==> config.mk <==
export PLATFORM = sky130hd
export DESIGN_NAME = sqw_prescaler
export DESIGN_NICKNAME = d
export VERILOG_FILES = /design/src/rtl/sqw_prescaler_pkg.sv /design/src/rtl/sqw_divider.sv /design/src/rtl/sqw_ctrl_reg.sv /design/src/rtl/sqw_wave_out.sv /design/src/rtl/sqw_prescaler.sv
export SDC_FILE = /design/constraint.sdc
export NUM_CORES = 1
export LEC_CHECK = 0
export BUFFER_PORTS_ARGS = -buffer_cell sky130_fd_sc_hd__buf_2
export CAP_MARGIN = 40
export CORE_MARGIN = 2
export CORE_UTILIZATION = 45
export DETAILED_ROUTE_END_ITERATION = 8
export PLACE_DENSITY_LB_ADDON = 0.15
export SYNTH_ARGS = -nofsm -noshare
export SYNTH_HDL_FRONTEND = slang
export SYNTH_SLANG_ARGS = --single-unit
==> constraint.sdc <==
create_clock -name clk -period 1.8 [get_ports clk]
set_clock_uncertainty 0.05 [all_clocks]
set_input_delay 0.36 -clock clk [delete_from_list [all_inputs] [get_ports clk]]
set_output_delay 0.36 -clock clk [all_outputs]
set_load 0.01 [all_outputs]
==> src/rtl/sqw_prescaler_pkg.sv <==
package sqw_prescaler_pkg;

    // rate codes carried in control bits 1:0
    typedef enum logic [1:0] {
        RATE_1HZ  = 2'b00,
        RATE_4K   = 2'b01,
        RATE_8K   = 2'b10,
        RATE_OSC  = 2'b11
    } rate_sel_e;

    localparam int unsigned CTRL_W       = 8;
    localparam int unsigned CTRL_LVL_BIT = 7;
    localparam int unsigned CTRL_EN_BIT  = 4;
    localparam logic [CTRL_W-1:0] CTRL_MASK  = 8'h93;
    localparam logic [CTRL_W-1:0] CTRL_RESET = 8'h00;

    typedef struct packed {
        logic      lvl;
        logic      wave_en;
        rate_sel_e rate;
    } ctrl_t;

    function automatic ctrl_t decode_ctrl(input logic [CTRL_W-1:0] raw);
        ctrl_t c;
        c.lvl     = raw[CTRL_LVL_BIT];
        c.wave_en = raw[CTRL_EN_BIT];
        c.rate    = rate_sel_e'(raw[1:0]);
        return c;
    endfunction

endpackage

==> src/rtl/sqw_divider.sv <==
module sqw_divider #(
    parameter int unsigned CNT_W = 15
) (
    input  logic             clk,
    input  logic             rst_n,
    input  logic             osc_tick,
    input  logic             halt,
    input  logic             restart,
    output logic [CNT_W-1:0] cnt_q,
    output logic             adv_q,
    output logic             wrap_q
);

    typedef struct packed {
        logic [CNT_W-1:0] cnt;
        logic             adv;
        logic             wrap;
    } div_s;

    localparam div_s DIV_RESET = '{cnt: '0, adv: 1'b0, wrap: 1'b0};

    div_s st_d, st_q;
    logic count_en;

    always_comb begin
        st_d      = st_q;
        st_d.adv  = 1'b0;
        st_d.wrap = 1'b0;
        count_en  = osc_tick & ~halt;
        if (restart) begin
            st_d.cnt = '0;
        end else if (count_en) begin
            st_d.cnt  = st_q.cnt + 1'b1;
            st_d.adv  = 1'b1;
            st_d.wrap = &st_q.cnt;
        end
    end

    always_ff @(posedge clk) begin
        if (!rst_n) begin
            st_q <= DIV_RESET;
        end else begin
            st_q <= st_d;
        end
    end

    assign cnt_q  = st_q.cnt;
    assign adv_q  = st_q.adv;
    assign wrap_q = st_q.wrap;

endmodule

==> src/rtl/sqw_ctrl_reg.sv <==
module sqw_ctrl_reg
    import sqw_prescaler_pkg::*;
(
    input  logic              clk,
    input  logic              rst_n,
    input  logic              wr,
    input  logic [CTRL_W-1:0] wdata,
    output logic [CTRL_W-1:0] rdata,
    output ctrl_t             ctrl
);

    typedef struct packed {
        logic [CTRL_W-1:0] raw;
    } reg_s;

    reg_s st_d, st_q;

    always_comb begin
        st_d = st_q;
        if (wr) begin
            st_d.raw = wdata & CTRL_MASK;
        end
    end

    always_ff @(posedge clk) begin
        if (!rst_n) begin
            st_q.raw <= CTRL_RESET;
        end else begin
            st_q <= st_d;
        end
    end

    assign rdata = st_q.raw;
    assign ctrl  = decode_ctrl(st_q.raw);

endmodule

==> src/rtl/sqw_wave_out.sv <==
module sqw_wave_out
    import sqw_prescaler_pkg::*;
(
    input  logic  clk,
    input  logic  rst_n,
    input  ctrl_t ctrl,
    input  logic  tap_1hz,
    input  logic  tap_4k,
    input  logic  tap_8k,
    input  logic  adv,
    input  logic  wrap,
    output logic  pin_q,
    output logic  tick_q
);

    typedef struct packed {
        logic pin;
        logic tick;
    } out_s;

    out_s st_d, st_q;
    logic wave;

    always_comb begin
        unique case (ctrl.rate)
            RATE_1HZ: wave = tap_1hz;
            RATE_4K:  wave = tap_4k;
            RATE_8K:  wave = tap_8k;
            default:  wave = adv;
        endcase
        st_d      = st_q;
        st_d.pin  = ctrl.wave_en ? wave : ctrl.lvl;
        st_d.tick = wrap;
    end

    always_ff @(posedge clk) begin
        if (!rst_n) begin
            st_q <= '0;
        end else begin
            st_q <= st_d;
        end
    end

    assign pin_q  = st_q.pin;
    assign tick_q = st_q.tick;

endmodule

==> src/rtl/sqw_prescaler.sv <==
module sqw_prescaler
    import sqw_prescaler_pkg::*;
#(
    parameter int unsigned CNT_W   = 15,
    parameter int unsigned TAP_4K  = 2,
    parameter int unsigned TAP_8K  = 1
) (
    input  logic       clk,
    input  logic       rst_n,
    input  logic       osc_tick,
    input  logic       clk_halt,
    input  logic       sec_wr,
    input  logic       ctrl_wr,
    input  logic [7:0] ctrl_wdata,
    output logic [7:0] ctrl_rdata,
    output logic       sqw_out,
    output logic       sec_tick
);

    localparam int unsigned TAP_1HZ = CNT_W - 1;

    logic [CNT_W-1:0] div_cnt;
    logic             div_adv;
    logic             div_wrap;
    ctrl_t            ctrl;

    sqw_divider #(.CNT_W(CNT_W)) u_div (
        .clk      (clk),
        .rst_n    (rst_n),
        .osc_tick (osc_tick),
        .halt     (clk_halt),
        .restart  (sec_wr),
        .cnt_q    (div_cnt),
        .adv_q    (div_adv),
        .wrap_q   (div_wrap)
    );

    sqw_ctrl_reg u_ctrl (
        .clk   (clk),
        .rst_n (rst_n),
        .wr    (ctrl_wr),
        .wdata (ctrl_wdata),
        .rdata (ctrl_rdata),
        .ctrl  (ctrl)
    );

    sqw_wave_out u_out (
        .clk     (clk),
        .rst_n   (rst_n),
        .ctrl    (ctrl),
        .tap_1hz (div_cnt[TAP_1HZ]),
        .tap_4k  (div_cnt[TAP_4K]),
        .tap_8k  (div_cnt[TAP_8K]),
        .adv     (div_adv),
        .wrap    (div_wrap),
        .pin_q   (sqw_out),
        .tick_q  (sec_tick)
    );

endmodule

==> results of run 1 <==
-- worst max-delay path, cell delays in order (launching register included) --
cell     delay (ns)
dfxtp_1        0.47
nand4_2        0.32
or4_1          0.56
a21oi_1        0.16
-- per-layer routing --
| metal | part of all wire [%] | track usage [%] | up-vias |
|---|---|---|---|
| met5 | 0 | 0 | - |
| met4 | 1.0 | 6.41 | 0 |
| met3 | 3.8 | 2.54 | 4 |
| met2 | 47 | 27.4 | 21 |
| met1 | 48 | 17.8 | 386 |
| li1 | - | - | 425 |
-- cell type report --
type	instances	area share [%]
timing repair buffer	15	6.30
sequential	23	38.7
tap	28	2.94
clock buffer	4	2.21
inverter	3	0.945
multi-input combinational	83	48.9
-- path summary, 6_finish.rpt --
kind | startpoint | to | slack, ns | cells past startpoint
worst max-delay path | u_div.cnt_q[2] | u_div.cnt_q[8] | 0.17 | 3
worst min-delay path | ctrl_wdata[1] | u_ctrl.rdata[1] | 0.26 | 3
worst max register to register | u_div.cnt_q[2] | u_div.cnt_q[8] | 0.17 | 3
worst min register to register | u_div.wrap_q | u_out.tick_q | 0.40 | 1
-- registers in the layout, summed over array words and instances (netlist names) --
signal and cells:
u_div.cnt_q 15, u_ctrl.rdata 4, u_div.adv_q 1, u_div.wrap_q 1, u_out.pin_q 1, u_out.tick_q 1
-- Yosys cell counts, types with 3 or more instances --
library cell / number
dfxtp_1: 23
mux2i_1: 11
nand2_1: 10
nand2b_1: 8
a21oi_1: 5
buf_4: 4
nand3_1: 4
nor2_1: 4
nor2b_1: 4
nor4_1: 4
inv_1: 3
o21ai_0: 3
or3_1: 3
-- cells by family (layout without fill, tap and decap cells) --
family	after synthesis	after routing	share of synthesized area (%)
simple gates	52	52	30.2
flops	23	23	42.0
compound gates	12	12	6.38
mux	12	12	12.4
buf+inv	11	22	5.93
xor+xnor	2	2	1.60
fa+ha+maj	1	1	1.14
other cells	1	4	0.342
-- power by group through the flow --
stage / Combinational [W] / Clock [W] / Sequential (W)
2_1_floorplan: 0.0000400 / 0 / 0.000536
3_3_place_gp: 0.0000573 / 0 / 0.000533
3_5_place_dp: 0.0000589 / 0 / 0.000534
4_1_cts: 0.0000594 / 0.000242 / 0.000522
5_1_grt: 0.0000666 / 0.000263 / 0.000524
6_report: 0.0000581 / 0.000233 / 0.000522
-- stage by stage --
step	hold WS (ns)	total power (W)	instance area, um2	setup slack, ns	std cells
floorplan	0.362	0.000576	1110	0.426	117
global route	0.288	0.000854	1190	0.0376	156
CTS	0.263	0.000823	1190	0.164	156
global placement	0.367	0.000590	1160	0.234	152
detailed placement	0.378	0.000593	1160	0.201	152
finish	0.257	0.000813	1190	0.168	156
==> impl_metrics.env, run 1 <==
export IMPL_grt_pass1_vias=758
export IMPL_grt_pass1_wl_um=3150
export IMPL_first_pass_iters=5
export IMPL_critical_path_class="register to register"
export IMPL_drive_above_1_share_pct=17.2
export IMPL_start_util_pct=48.7
export IMPL_cts_buffer_depth=2
export IMPL_drcViolationCount=0
export IMPL_clk_pin_slew_ns=0.12
export IMPL_yosysTopAreaCellShare_pct=42.0
export IMPL_cap_violations=0
export IMPL_antenna_found_initial=0
export IMPL_clkPwrFrac_pct=28.6
export IMPL_p_seq_share_pct=64.2
export IMPL_cts_setup_buffers=0
export IMPL_startpoint_type="register"
export IMPL_synth_edf_count=0
export IMPL_ys_seq_area_share_pct=42.0
export IMPL_htreeDepth=1
export IMPL_crit_path_end_kind="register"
export IMPL_multiInputGateArea_um2=583
export IMPL_synthTopCellsByArea="dfxtp_1 42%, mux2i_1 10%, nand2b_1 4.6%, nand2_1 3.4%, buf_4 2.7%"
export IMPL_ios=24
export IMPL_p_sw_w=0.000184
export IMPL_syn_inst=114
export IMPL_nNetsFinal=144
export IMPL_min_path_type="input pin to register"
export IMPL_port_buffers=15
export IMPL_layout_commonest_cell="dfxtp_1"
export IMPL_cts_tree="yes"
export IMPL_p_int_w=0.000629
export IMPL_routed_via_density=5.36
export IMPL_peakVddDrop_mv=0.407
export IMPL_row_count=17
export IMPL_n_fill_cell=220
export IMPL_crit_arrival_ns=1.82
export IMPL_async_reset_ff_share_pct=0
export IMPL_routed_wl_um=1850
export IMPL_cts_made_buffers=3
export IMPL_cts_resized=0
export IMPL_die_h_um=53.4
export IMPL_yosys_most_used_dff="dfxtp_1"
export IMPL_rsz0062_at_grt="false"
export IMPL_die_area_um2=2850
export IMPL_synth_top_area_cell="dfxtp_1"
export IMPL_final_setup_viol_count=0
export IMPL_synth_seq_cells=23
export IMPL_clkLatencyLatePin_ns=0.31
export IMPL_grt_max_degree=15
export IMPL_place_congestion=0.721
export IMPL_layout_area_seq_um2=460
export IMPL_period_share_pct=90.7
export IMPL_switching_share_pct=22.6
export IMPL_max_freq_mhz=613
export IMPL_period_needed_ns=1.63
export IMPL_most_common_layout_cells="23 x dfxtp_1, 15 x buf_2, 11 x mux2i_1"
export IMPL_utilization_pct=52.8
export IMPL_clock_sinks=23
export IMPL_root_buffer="clkbuf_4"
export IMPL_hold_buffers=0
export IMPL_die_width_um=53.4
export IMPL_p_comb_share_pct=7.1
export IMPL_crit_fanout=12
export IMPL_dp_hpwl_um=1360
export IMPL_cp_required_ns=1.98
export IMPL_synthDistinctLibCells=36
export IMPL_syn_to_final_growth_pct=8.55
export IMPL_tns_ns=0
export IMPL_grt_use_total_pct=15.3
export IMPL_syn_area_um2=1100
export IMPL_drtIter0Drc=13
export IMPL_postSynthAreaPerCell_um2=9.63
export IMPL_finalHoldViolCount=0
export IMPL_p_per_area_nw_per_um2=683
export IMPL_vias=836
export IMPL_antenna_cells=0
export IMPL_drv_slew=0
export IMPL_drt_wirelength_per_cell_um=11.9
export IMPL_core_um2=2250
export IMPL_final_antenna_net_count=0
export IMPL_p_leak_nw=0.479
export IMPL_yosysWarnings=0
export IMPL_status="complete, no violations"
export IMPL_grt_ovfl_total=0
Note: power is estimated with default switching activity, not from simulation.
==> run 2: changes to the inputs <==
Settings changed: RECOVER_POWER set to 25, SLEW_MARGIN set to 15.
==> run 2 against run 1 <==
Fmax decreased by 0.56%. Sequential power about the same. Flip-flop and latch count unchanged. Critical endpoint unchanged. Critical path depth unchanged.
==> impl_metrics.env, run 2 (synthesis gave the netlist of run 1 again) <==
export IMPL_status="complete, no violations"
export IMPL_drive_above_1_share_pct=16.4
export IMPL_cap_violations=0
export IMPL_grt_max_degree=15
export IMPL_hold_ws_ns=0.257
export IMPL_r2r_start="u_div.cnt_q[2]"
export IMPL_syn_to_final_growth_pct=8.44
export IMPL_crit_path_top_delay_cell="or4_1"
export IMPL_layout_commonest_cell="dfxtp_1"
export IMPL_critPathTopFamily="simple AND/OR/NAND/NOR gates"
export IMPL_slowest_delay_ns=0.56
export IMPL_grt_pass1_vias=758
export IMPL_rsz0062_at_grt="false"
export IMPL_cts_made_buffers=3
export IMPL_routed_via_density=5.40
export IMPL_die_area_um2=2850
export IMPL_period_needed_ns=1.64
export IMPL_antenna_found_initial=0
export IMPL_nNetsFinal=144
export IMPL_dp_hpwl_um=1360
export IMPL_peakVddDrop_mv=0.407
export IMPL_vias=843
export IMPL_p_leak_nw=0.476
export IMPL_grt_ovfl_total=0
export IMPL_most_common_layout_cells="23 x dfxtp_1, 14 x buf_2, 11 x mux2i_1"
export IMPL_grt_use_total_pct=15.3
export IMPL_stdcell_count=156
export IMPL_cts_resized=0
export IMPL_port_buffers=15
export IMPL_crit_arrival_ns=1.82
export IMPL_start_util_pct=48.7
export IMPL_core_um2=2250
export IMPL_root_buffer="clkbuf_4"
export IMPL_routed_wl_um=1860
export IMPL_cp_cell_sequence="nand4_2 > or4_1 > a21oi_1"
export IMPL_final_antenna_net_count=0
export IMPL_drcViolationCount=0
export IMPL_layout_area_seq_um2=460
export IMPL_cts_setup_buffers=0
export IMPL_row_count=17
export IMPL_worstHoldStart="ctrl_wdata[1]"
export IMPL_cts_buffer_depth=2
export IMPL_tns_ns=0
export IMPL_place_congestion=0.721
export IMPL_worst_path_buf_inv=0
export IMPL_antenna_cells=0
export IMPL_ios=24
export IMPL_max_freq_mhz=609
export IMPL_first_pass_iters=4
export IMPL_htreeDepth=1
export IMPL_drtIter0Drc=13
export IMPL_power_total_w=0.000813
export IMPL_clk_pin_slew_ns=0.12
export IMPL_clkLatencyLatePin_ns=0.31
export IMPL_largest_reg_flops=15
export IMPL_die_h_um=53.4
export IMPL_crit_path_end_kind="register"
export IMPL_place_area_um2=1160
export IMPL_die_width_um=53.4
export IMPL_startpoint_type="register"
export IMPL_cp_required_ns=1.98
export IMPL_final_area_um2=1190
export IMPL_grt_pass1_wl_um=3150
export IMPL_n_fill_cell=221
export IMPL_period_share_pct=91.2
export IMPL_drv_slew=0
export IMPL_critPathLaunch="u_div.cnt_q[2]"
export IMPL_multiInputGateArea_um2=583
export IMPL_critical_path_class="register to register"
export IMPL_finalHoldViolCount=0
export IMPL_drt_wirelength_per_cell_um=11.9
export IMPL_clock_sinks=23
export IMPL_crit_fanout=12
export IMPL_final_setup_viol_count=0
export IMPL_cts_tree="yes"
export IMPL_min_path_type="input pin to register"
export IMPL_p_per_area_nw_per_um2=684
export IMPL_hold_buffers=0
export IMPL_dp_cells=152
run 2: final cells by class:
cell class	instances	share of cell area, %
Sequential cell	23	38.7
Inverter	3	0.946
Multi-Input combinational cell	83	49.0
Clock buffer	4	2.21
Tap cell	28	2.94
Timing Repair Buffer	15	6.20
run 2: through the flow:
step / util (%) / setup WS (ns)
final: 52.8 / 0.159
after global placement: 51.7 / 0.234
after detailed placement: 51.7 / 0.201
after floorplan: - / 0.426
after CTS: 52.8 / 0.164
after global routing: 52.8 / 0.0376
run 2: final timing paths:
| kind | to | slack [ns] | depth (start not counted) |
|---|---|---|---|
| worst max register to register | u_div.cnt_q[8] | 0.16 | 3 |
| worst max-delay path | u_div.cnt_q[8] | 0.16 | 3 |
| worst min-delay path | u_ctrl.rdata[1] | 0.26 | 3 |
| worst min register to register | u_out.tick_q | 0.40 | 1 |
run 2: power breakdown:
group	switching (W)	total [W]	internal, W
registers	0.00000557	0.000522	0.000517
clock network	0.000147	0.000233	0.0000864
logic	0.0000319	0.0000579	0.0000259
run 2: worst min-delay path, stage by stage:
cell	delay, ns
buf_2	0.07
mux2i_1	0.06
nor2b_1	0.10
run 2: per-layer routing:
metal	vias to the layer above	wire length [um]	global-route usage [%]	part of all wire, %
met5	-	0	0	0
met4	0	15	6.41	0.81
met2	25	869	27.4	47
li1	425	-	-	-
met1	389	894	17.8	48
met3	4	76	2.54	4.1
